## src/rtl/awd_pkg.sv

```systemverilog
package awd_pkg;
  localparam int ATTR_W    = 8;
  localparam int ATTR_LSB  = 8;
  localparam int PERM_LSB  = 16;
  localparam int OVR_EN_B  = 31;
  // register select groups (upper two bits of the select)
  localparam logic [1:0] GRP_MISC = 2'b00;
  localparam logic [1:0] GRP_BASE = 2'b10;
  localparam logic [1:0] GRP_SIZE = 2'b11;

  typedef enum logic [1:0] {
    PERM_NONE  = 2'b00,
    PERM_READ  = 2'b01,
    PERM_WRITE = 2'b10,
    PERM_FULL  = 2'b11
  } perm_e;
endpackage

```

## src/rtl/awd_regfile.sv

```systemverilog
module awd_regfile #(
  parameter int NUM_WIN = 8,
  parameter int DATA_W  = 32,
  parameter int IDX_W   = 3,
  parameter int SEL_W   = IDX_W + 2
) (
  input  logic                           clk,
  input  logic                           rst_n,
  input  logic                           wr_en,
  input  logic [SEL_W-1:0]               wr_sel,
  input  logic [DATA_W-1:0]              wr_data,
  output logic [DATA_W-1:0]              ctrl_q,
  output logic [DATA_W-1:0]              ovr_q,
  output logic [NUM_WIN-1:0][DATA_W-1:0] base_q,
  output logic [NUM_WIN-1:0][DATA_W-1:0] size_q
);
  import awd_pkg::*;

  logic [1:0]       grp;
  logic [IDX_W-1:0] sub;
  assign grp = wr_sel[SEL_W-1 -: 2];
  assign sub = wr_sel[IDX_W-1:0];

  logic ctrl_we, ovr_we;
  logic [DATA_W-1:0] ctrl_d, ovr_d;

  always_comb begin
    ctrl_we = wr_en && (grp == GRP_MISC) && (sub == IDX_W'(0));
    ovr_we  = wr_en && (grp == GRP_MISC) && (sub == IDX_W'(1));
    ctrl_d  = ctrl_we ? wr_data : ctrl_q;
    ovr_d   = ovr_we  ? wr_data : ovr_q;
  end

  always_ff @(posedge clk or negedge rst_n) begin
    if (!rst_n) begin
      ctrl_q <= '0;
      ovr_q  <= '0;
    end else begin
      ctrl_q <= ctrl_d;
      ovr_q  <= ovr_d;
    end
  end

  for (genvar i = 0; i < NUM_WIN; i++) begin : g_win
    logic base_we, size_we;
    logic [DATA_W-1:0] base_d, size_d;
    always_comb begin
      base_we = wr_en && (grp == GRP_BASE) && (sub == IDX_W'(i));
      size_we = wr_en && (grp == GRP_SIZE) && (sub == IDX_W'(i));
      base_d  = base_we ? wr_data : base_q[i];
      size_d  = size_we ? wr_data : size_q[i];
    end
    always_ff @(posedge clk or negedge rst_n) begin
      if (!rst_n) begin
        base_q[i] <= '0;
        size_q[i] <= '0;
      end else begin
        base_q[i] <= base_d;
        size_q[i] <= size_d;
      end
    end
  end
endmodule

```

## src/rtl/awd_match.sv

```systemverilog
module awd_match #(
  parameter int NUM_WIN   = 8,
  parameter int ADDR_W    = 32,
  parameter int GRAN_LOG2 = 16,
  parameter int IDX_W     = 3
) (
  input  logic [ADDR_W-1:0]              addr,
  input  logic [NUM_WIN-1:0]             win_en,
  input  logic [NUM_WIN-1:0][ADDR_W-1:0] base,
  input  logic [NUM_WIN-1:0][ADDR_W-1:0] size,
  input  logic                           ovr_on,
  input  logic [IDX_W-1:0]               ovr_idx,
  output logic [NUM_WIN-1:0]             cand
);
  localparam int PAGE_W = ADDR_W - GRAN_LOG2;

  logic [NUM_WIN-1:0] addr_hit;

  for (genvar i = 0; i < NUM_WIN; i++) begin : g_cmp
    logic [PAGE_W-1:0] keep;
    assign keep        = ~size[i][ADDR_W-1:GRAN_LOG2];
    assign addr_hit[i] = ((addr[ADDR_W-1:GRAN_LOG2] ^ base[i][ADDR_W-1:GRAN_LOG2]) & keep) == '0;
  end

  always_comb begin
    if (ovr_on) begin
      cand = '0;
      for (int i = 0; i < NUM_WIN; i++)
        if (ovr_idx == IDX_W'(i)) cand[i] = win_en[i];
    end else begin
      cand = addr_hit & win_en;
    end
  end
endmodule

```

## src/rtl/awd_prio.sv

```systemverilog
module awd_prio #(
  parameter int NUM_WIN = 8,
  parameter int IDX_W   = 3
) (
  input  logic [NUM_WIN-1:0] cand,
  output logic               any,
  output logic [IDX_W-1:0]   idx
);
  always_comb begin
    any = 1'b0;
    idx = '0;
    for (int i = 0; i < NUM_WIN; i++) begin
      if (!any && cand[i]) begin
        any = 1'b1;
        idx = IDX_W'(i);
      end
    end
  end
endmodule

```

## src/rtl/addr_window_decoder.sv

```systemverilog
module addr_window_decoder #(
  parameter int NUM_WIN   = 8,
  parameter int ADDR_W    = 32,
  parameter int GRAN_LOG2 = 16,
  parameter int IDX_W     = $clog2(NUM_WIN),
  parameter int SEL_W     = IDX_W + 2
) (
  input  logic              clk,
  input  logic              rst_n,
  input  logic              cfg_wr_en,
  input  logic [SEL_W-1:0]  cfg_sel,
  input  logic [31:0]       cfg_wdata,
  input  logic              req_valid,
  input  logic [ADDR_W-1:0] req_addr,
  input  logic              req_write,
  output logic              rsp_valid,
  output logic              rsp_hit,
  output logic [IDX_W-1:0]  rsp_win,
  output logic [7:0]        rsp_attr,
  output logic              rsp_fwd,
  output logic              rsp_derr,
  output logic              rsp_perr
);
  import awd_pkg::*;

  localparam int DATA_W = 32;

  // reset: asserted asynchronously, released on a clock edge
  logic [1:0] rst_sync_q;
  logic       rst_int_n;
  always_ff @(posedge clk or negedge rst_n) begin
    if (!rst_n) rst_sync_q <= 2'b00;
    else        rst_sync_q <= {rst_sync_q[0], 1'b1};
  end
  assign rst_int_n = rst_sync_q[1];

  logic [DATA_W-1:0]              ctrl_q, ovr_q;
  logic [NUM_WIN-1:0][DATA_W-1:0] base_q, size_q;

  awd_regfile #(.NUM_WIN(NUM_WIN), .DATA_W(DATA_W), .IDX_W(IDX_W), .SEL_W(SEL_W)) u_regs (
    .clk     (clk),
    .rst_n   (rst_int_n),
    .wr_en   (cfg_wr_en),
    .wr_sel  (cfg_sel),
    .wr_data (cfg_wdata),
    .ctrl_q  (ctrl_q),
    .ovr_q   (ovr_q),
    .base_q  (base_q),
    .size_q  (size_q)
  );

  logic [NUM_WIN-1:0]             win_en;
  logic [NUM_WIN-1:0][ADDR_W-1:0] base_a, size_a;
  for (genvar i = 0; i < NUM_WIN; i++) begin : g_fan
    assign win_en[i] = ctrl_q[i];
    assign base_a[i] = base_q[i][ADDR_W-1:0];
    assign size_a[i] = size_q[i][ADDR_W-1:0];
  end

  logic [NUM_WIN-1:0] cand;
  awd_match #(.NUM_WIN(NUM_WIN), .ADDR_W(ADDR_W), .GRAN_LOG2(GRAN_LOG2), .IDX_W(IDX_W)) u_match (
    .addr    (req_addr),
    .win_en  (win_en),
    .base    (base_a),
    .size    (size_a),
    .ovr_on  (ovr_q[OVR_EN_B]),
    .ovr_idx (ovr_q[IDX_W-1:0]),
    .cand    (cand)
  );

  logic             sel_any;
  logic [IDX_W-1:0] sel_idx;
  awd_prio #(.NUM_WIN(NUM_WIN), .IDX_W(IDX_W)) u_prio (
    .cand (cand),
    .any  (sel_any),
    .idx  (sel_idx)
  );

  // next-state of the response stage
  logic             valid_d, hit_d, fwd_d, derr_d, perr_d;
  logic [IDX_W-1:0] win_d;
  logic [7:0]       attr_d;
  perm_e            perm;
  logic             right;

  always_comb begin
    perm    = perm_e'(ctrl_q[PERM_LSB + 2*sel_idx +: 2]);
    right   = req_write ? perm[1] : perm[0];
    valid_d = req_valid;
    hit_d   = req_valid && sel_any;
    derr_d  = req_valid && !sel_any;
    fwd_d   = hit_d && right;
    perr_d  = hit_d && !right;
    win_d   = hit_d ? sel_idx : '0;
    attr_d  = hit_d ? base_q[sel_idx][ATTR_LSB +: ATTR_W] : '0;
  end

  always_ff @(posedge clk or negedge rst_int_n) begin
    if (!rst_int_n) begin
      rsp_valid <= 1'b0;
      rsp_hit   <= 1'b0;
      rsp_win   <= '0;
      rsp_attr  <= '0;
      rsp_fwd   <= 1'b0;
      rsp_derr  <= 1'b0;
      rsp_perr  <= 1'b0;
    end else begin
      rsp_valid <= valid_d;
      rsp_hit   <= hit_d;
      rsp_win   <= win_d;
      rsp_attr  <= attr_d;
      rsp_fwd   <= fwd_d;
      rsp_derr  <= derr_d;
      rsp_perr  <= perr_d;
    end
  end
endmodule

```

## config.mk

```make
export PLATFORM = sky130hd
export DESIGN_NAME = addr_window_decoder
export DESIGN_NICKNAME = d
export VERILOG_FILES = /design/src/rtl/awd_pkg.sv /design/src/rtl/awd_regfile.sv /design/src/rtl/awd_match.sv /design/src/rtl/awd_prio.sv /design/src/rtl/addr_window_decoder.sv
export SDC_FILE = /design/constraint.sdc
export NUM_CORES = 1
export LEC_CHECK = 0
export ABC_AREA = 1
export CORE_UTILIZATION = 67
export CTS_BUF_LIST = sky130_fd_sc_hd__clkbuf_8
export DETAILED_ROUTE_END_ITERATION = 8
export PLACE_DENSITY = 0.95
export SLEW_MARGIN = 10
export SYNTH_ARGS = -nofsm -noshare
export SYNTH_HDL_FRONTEND = slang
export SYNTH_SLANG_ARGS = --single-unit
```

## constraint.sdc

```tcl
create_clock -name clk -period 28.9 [get_ports clk]
set_input_delay 4.335 -clock clk [delete_from_list [all_inputs] [get_ports clk]]
set_output_delay 4.335 -clock clk [all_outputs]
set_load 0.1 [all_outputs]
```

==> results.cfg, run 1 <==
[run_status]
status = completed

[layout]
fin_util = 0.759
finalNetCount = 2147
area_growth_syn_to_layout_pct = 10.6
diodes = 0
final_layout_size_suffix_gt1_frac = 0.0634

[placed_design]
dp_slack_ns = 20.68
numPortBuffers = 73
dp.final_hpwl_microns = 27300
gp_congestion = 0.886

[timing]
skew_ns = 0.0275
tns_ns = 0
drv_slew = 0
fin_crit_sh = 0.270
setup_ws_ns = 21.09
worst_pin_slew_ns = 1.24
finalCriticalPeriod_ns = 7.81
finalSetupViolCount = 0
slew_headroom = 0.174
grt_setup_unrepaired = no
max_freq_mhz = 128
hold_viol = 0

[power_and_ir_drop]
internal_power_w = 0.000934
p_sw_frac = 0.330
power.switching_w = 0.000461
p_total_w = 0.00140
p_clk_frac = 0.297
leakage_nw = 9.05
seq_power_share = 0.483
power_frac_comb = 0.220
max-vdd-ir-drop_mv = 0.0535
power.density_nw_per_um2 = 75.4

[worst_setup_path]
required_ns = 29.39
crit_fanout = 41
worstSetupPathType = input port to register
path_delay_family = simple AND/OR/NAND/NOR gates
r2r_start = u_regs.base_q[241]
start_kind = input port
crit_arrival_ns = 8.30
critPathBufInv = 3
slowest_delay_ns = 0.83
cp_cell_sequence = clkdlybuf4s50_1 -> inv_2 -> o21ai_0 -> nand2_1 -> nor2_1 -> nand4_1 -> nor2_1 -> nor2_1 -> nor2_1 -> nand4_4 -> nand2_4 -> inv_2 -> nand2_1 -> nand3_1 -> nand3_1 -> nand2_1
crit_path_top_delay_cell = clkdlybuf4s50_1
rrSetupSlack_ns = 25.41
regToRegEndpoint = rsp_attr[7]
crit_top_cell = nor2_1
r2r_cells = 15
end_kind = register

[yosys]
async_flop_share = 1.00
synth_commonest_cells = nand2_1 (649), dfrtp_1 (366), o21ai_0 (339), inv_1 (159), nor2_1 (148)
synth_top_area_share = 0.547
syn_avg_cell_area_sq_um = 8.19
syn_inst = 2043
ys_seq_area_frac = 0.547
syn_nets = 2117
yosys.area.top_type = dfrtp_1
yosysMostFrequentCell = nand2_1
synth.area.top_cells = dfrtp_1 (55%), nand2_1 (15%), o21ai_0 (10%), inv_1 (3.6%), nor2_1 (3.3%)
synth.yosys.warnings = 0
synthFlopType = dfrtp_1
synth_area_sq_um = 16700
ys_types = 39
synth_edf_count = 0
synth_seq_cells = 366

[cts]
cts_setup_buffers = 0
cts_buffers = 56
clock_path_buffers = 3
clk_pin_slew_ns = 0.06
post_cts_resized = 0
clock_sinks = 366
cts_tree = yes
cts-root-buf = clkbuf_8
cts-htree-levels = 2
clk_latency_ns = 0.60
hold_buffers = 0

[detailed_routing]
antenna_left = 0
viasPerCell = 5.94
vias = 14482
wirelength_microns = 43900
drt_iter0_drc = 1647
first_pass_iters = 7
avgRoutedWirePerCell_microns = 18.0
drcViolationCount = 0

[global_route]
antenna_found_initial = 0
grt_max_degree = 198
grt_pass1_wl_microns = 71400
gr-total-overflow = 0
grt_pass1_vias = 14729
grt_use_total = 0.352

[hold_path]
holdPathEnd = rst_sync_q[1]
worstHoldPathCells = 0
worst_hold_path_type = register to register
min_from = rst_sync_q[0]

[die]
ios = 90
die_height_microns = 160
rows = 57
start_util = 0.686
die_width_microns = 160
fp.coreArea_sq_um = 24400
fp.dieArea_sq_um = 25600

[job]
cap_violations = 0
## placed cells by master (no fill, tap or decap), types with 2 or more instances in the layout
cell,synthesis,layout
nand3_1,93,93
o21ai_0,339,339
o22ai_1,7,7
inv_2,8,8
mux2_2,5,5
clkinv_2,0,5
nor2_2,8,8
nor4_2,0,2
xor2_1,6,6
nor3_1,13,13
clkdlybuf4s50_1,0,73
nor2_1,148,148
clkbuf_8,0,70
nor2_4,3,3
nand3b_1,26,26
buf_4,12,12
o21ai_1,7,7
dfrtp_1,366,365
a21boi_0,2,2
a21oi_1,29,29
inv_1,159,180
nand3_2,5,5
nand2_2,4,5
nand2_1,649,648
nand4_1,8,8
xnor2_1,30,30
## power groups by stage
stage | Sequential (W) | Combinational (W) | Clock, W
after global routing | 0.000684 | 0.000343 | 0.000438
after detailed placement | 0.000679 | 0.000298 | 0
final | 0.000674 | 0.000307 | 0.000414
after floorplan | 0.000696 | 0.000201 | 0
after CTS | 0.000672 | 0.000304 | 0.000413
after global placement | 0.000670 | 0.000280 | 0
## through the flow
| step | area, sq um | hold WS [ns] | instances |
|---|---|---|---|
| after floorplan | 16700 | 0.331 | 2043 |
| after global placement | 17400 | 0.337 | 2339 |
| after detailed placement | 17400 | 0.336 | 2339 |
| after CTS | 18500 | 0.349 | 2436 |
| after global routing | 18500 | 0.357 | 2436 |
| final | 18500 | 0.350 | 2436 |
## state kept, by name, indices dropped and copies added (netlist names)
signal	count
u_regs.base_q	192
rsp_perr	1
rst_sync_q	2
rsp_valid	1
u_regs.ctrl_q	24
rsp_fwd	1
rsp_attr	8
u_regs.size_q	128
u_regs.ovr_q	4
rsp_derr	1
rsp_win	3
rsp_hit	1
## final cells by class
class / count / area (sq um)
fillers: 1575 / 5880
inverters: 168 / 633
repair buffers: 86 / 841
clock buffers: 70 / 963
flip-flops and latches: 366 / 9160
clock inverters: 27 / 111
multi-input cells: 1395 / 6400
well taps: 324 / 405
## kinds of logic after synthesis
family                    synth area share
AOI/OAI and AO/OA                    0.118
xor gates and xnor gates            0.0198
buffers and inverters               0.0715
DFF                                  0.547
muxes                              0.00336
other                             0.000224
and+or+nand+nor                      0.239
## per-layer routing
layer	wire, microns	track usage	up-vias
met5	0	0	-
met4	2670	0.239	0
met1	15800	0.418	6868
met3	4260	0.0738	205
met2	21100	0.580	859
li1	-	-	6550
## worst max-delay path by stage
stage | startpoint | end | slack (ns) | cells after the start
after CTS | req_addr[17] | rsp_attr[7] | 21.25 | 16
after global placement | req_addr[17] | rsp_attr[0] | 20.75 | 16
after floorplan | rst_sync_q[1] | rsp_attr[0] | 17.94 | 0
after global routing | req_addr[22] | rsp_attr[7] | 20.90 | 21
final | req_addr[17] | rsp_attr[7] | 21.09 | 16
after detailed placement | req_addr[17] | rsp_attr[7] | 20.68 | 16
(Power assumes the default switching activity.)
==> run 2, diff against run 1 <==
CORE_UTILIZATION = 56   (was 67)
PLACE_DENSITY = 0.85   (was 0.95)
clock period = 7 ns   (was 28.9 ns; I/O delays follow)
==> results.cfg, run 2 (synthesis results as in run 1) <==
[timing]
grt_setup_unrepaired = no
tns_ns = 0
slew_headroom = 0.184
max_freq_mhz = 225
fin_crit_sh = 0.634
drv_slew = 0
hold-worst-slack_ns = 0.351
finalCriticalPeriod_ns = 4.44
worst_pin_slew_ns = 1.22
finalSetupViolCount = 0
skew_ns = 0.0364
hold_viol = 0

[cts]
cts_buffers = 57
cts-htree-levels = 2
hold_buffers = 0
clock_path_buffers = 3
clk_latency_ns = 0.60
cts_setup_buffers = 0
clk_pin_slew_ns = 0.06
cts-root-buf = clkbuf_8
clock_sinks = 366
cts_tree = yes
post_cts_resized = 0

[layout]
top_regs = u_regs.base_q: 192 flops, u_regs.size_q: 128 flops, u_regs.ctrl_q: 24 flops
fillCellCount = 2342
largest_reg_flops = 192
diodes = 0
regMostFlops = u_regs.base_q
finalNetCount = 2149
finalNonFillerCells = 2497
area_growth_syn_to_layout_pct = 11.1
final_cell_mix = nand2_1 (648), dfrtp_1 (365), o21ai_0 (339), inv_1 (179), nor2_1 (148)
final_layout_size_suffix_gt1_frac = 0.0644
final_common_cell = nand2_1

[die]
ios = 90
rows = 62
die_height_microns = 175
start_util = 0.575
die_width_microns = 175
fp.dieArea_sq_um = 30600
fp.coreArea_sq_um = 29100

[detailed_routing]
antenna_left = 0
avgRoutedWirePerCell_microns = 16.1
vias = 13771
drcViolationCount = 0
first_pass_iters = 8
drt_iter0_drc = 1254
viasPerCell = 5.52
wirelength_microns = 40100

[placed_design]
dp.final_hpwl_microns = 26200
dp_cells = 2400
numPortBuffers = 73
gp_congestion = 0.859

[power_and_ir_drop]
power.density_nw_per_um2 = 305
leakage_nw = 9.05
p_total_w = 0.00567
max-vdd-ir-drop_mv = 0.185

[global_route]
gr-total-overflow = 0
grt_pass1_wl_microns = 65500
grt_pass1_vias = 12979
grt_max_degree = 202
antenna_found_initial = 0
grt_use_total = 0.269

[hold_path]
worst_hold_path_type = register to register

[worst_setup_path]
worstSetupPathType = input port to register
crit_fanout = 41
end_kind = register
required_ns = 7.51
start_kind = input port
crit_arrival_ns = 4.95

[run_status]
status = completed

[job]
cap_violations = 0
run 2: cell types whose count changed in the layout (fill, tap and decap cells not counted):
cell        previous run  this run
buf_4                 12        13
clkbuf_8              70        68
clkinv_2               5         6
clkinv_8               0         1
clkinvlp_4             1         2
inv_1                180       179
run 2: layout make-up:
cell class | instances | area, sq um | area share
sequential | 366 | 9160 | 0.493
clock inverter | 29 | 136 | 0.00733
tap | 384 | 480 | 0.0258
clock buffer | 68 | 936 | 0.0503
inverter | 168 | 633 | 0.0340
timing repair buffer | 87 | 848 | 0.0456
multi-input combinational | 1395 | 6400 | 0.344
run 2: worst paths after layout:
| check | endpoint | cells after the start | slack (ns) | start |
|---|---|---|---|---|
| min in group asynchronous | u_regs.size_q[121] | 0 | 0.38 | rst_sync_q[1] |
| max in group asynchronous | u_regs.size_q[83] | 1 | 5.06 | rst_sync_q[1] |
| min reg2reg | rst_sync_q[1] | 0 | 0.35 | rst_sync_q[0] |
| max | rsp_attr[5] | 18 | 2.56 | req_addr[30] |
| max reg2reg | rsp_attr[5] | 15 | 3.75 | u_regs.base_q[241] |
| min | rst_sync_q[1] | 0 | 0.35 | rst_sync_q[0] |
run 2: routing by layer:
metal	wire, microns	vias to the layer above	track usage	share of wire
met2	18900	524	0.443	0.47
li1	-	6553	-	-
met5	0	-	0	0
met4	1330	0	0.0996	0.033
met1	16900	6610	0.364	0.42
met3	3010	84	0.0398	0.075
run 2: per-stage QoR:
stage / setup slack [ns] / util / area [sq um]
3_3_place_gp: 2.18 / 0.602 / 17500
4_1_cts: 2.67 / 0.639 / 18600
6_report: 2.56 / 0.639 / 18600
5_1_grt: 2.39 / 0.639 / 18600
3_5_place_dp: 2.06 / 0.602 / 17500
2_1_floorplan: 1.02 / - / 16700
run 2: critical path, cell delays in order:
cell and delay [ns]:
clkdlybuf4s50_1 0.83, inv_1 0.41, nand2_1 0.09, nand3_1 0.08, nand2_1 0.05, nor3_1 0.22, nand2_1 0.15, nor2_1 0.27
nor2_1 0.09, nor2_2 0.16, inv_2 0.09, nand4_4 0.18, nand2_4 0.29, inv_2 0.55, nand2_1 0.11, nand3_1 0.10
nand3_1 0.09, nand2_1 0.09
run 2: power breakdown:
group / switching (W) / leakage [nW] / total, W / internal [W]
Sequential: 0.000247 / 4.71 / 0.00276 / 0.00252
Combinational: 0.000769 / 3.71 / 0.00122 / 0.000450
Clock: 0.000815 / 0.626 / 0.00169 / 0.000874
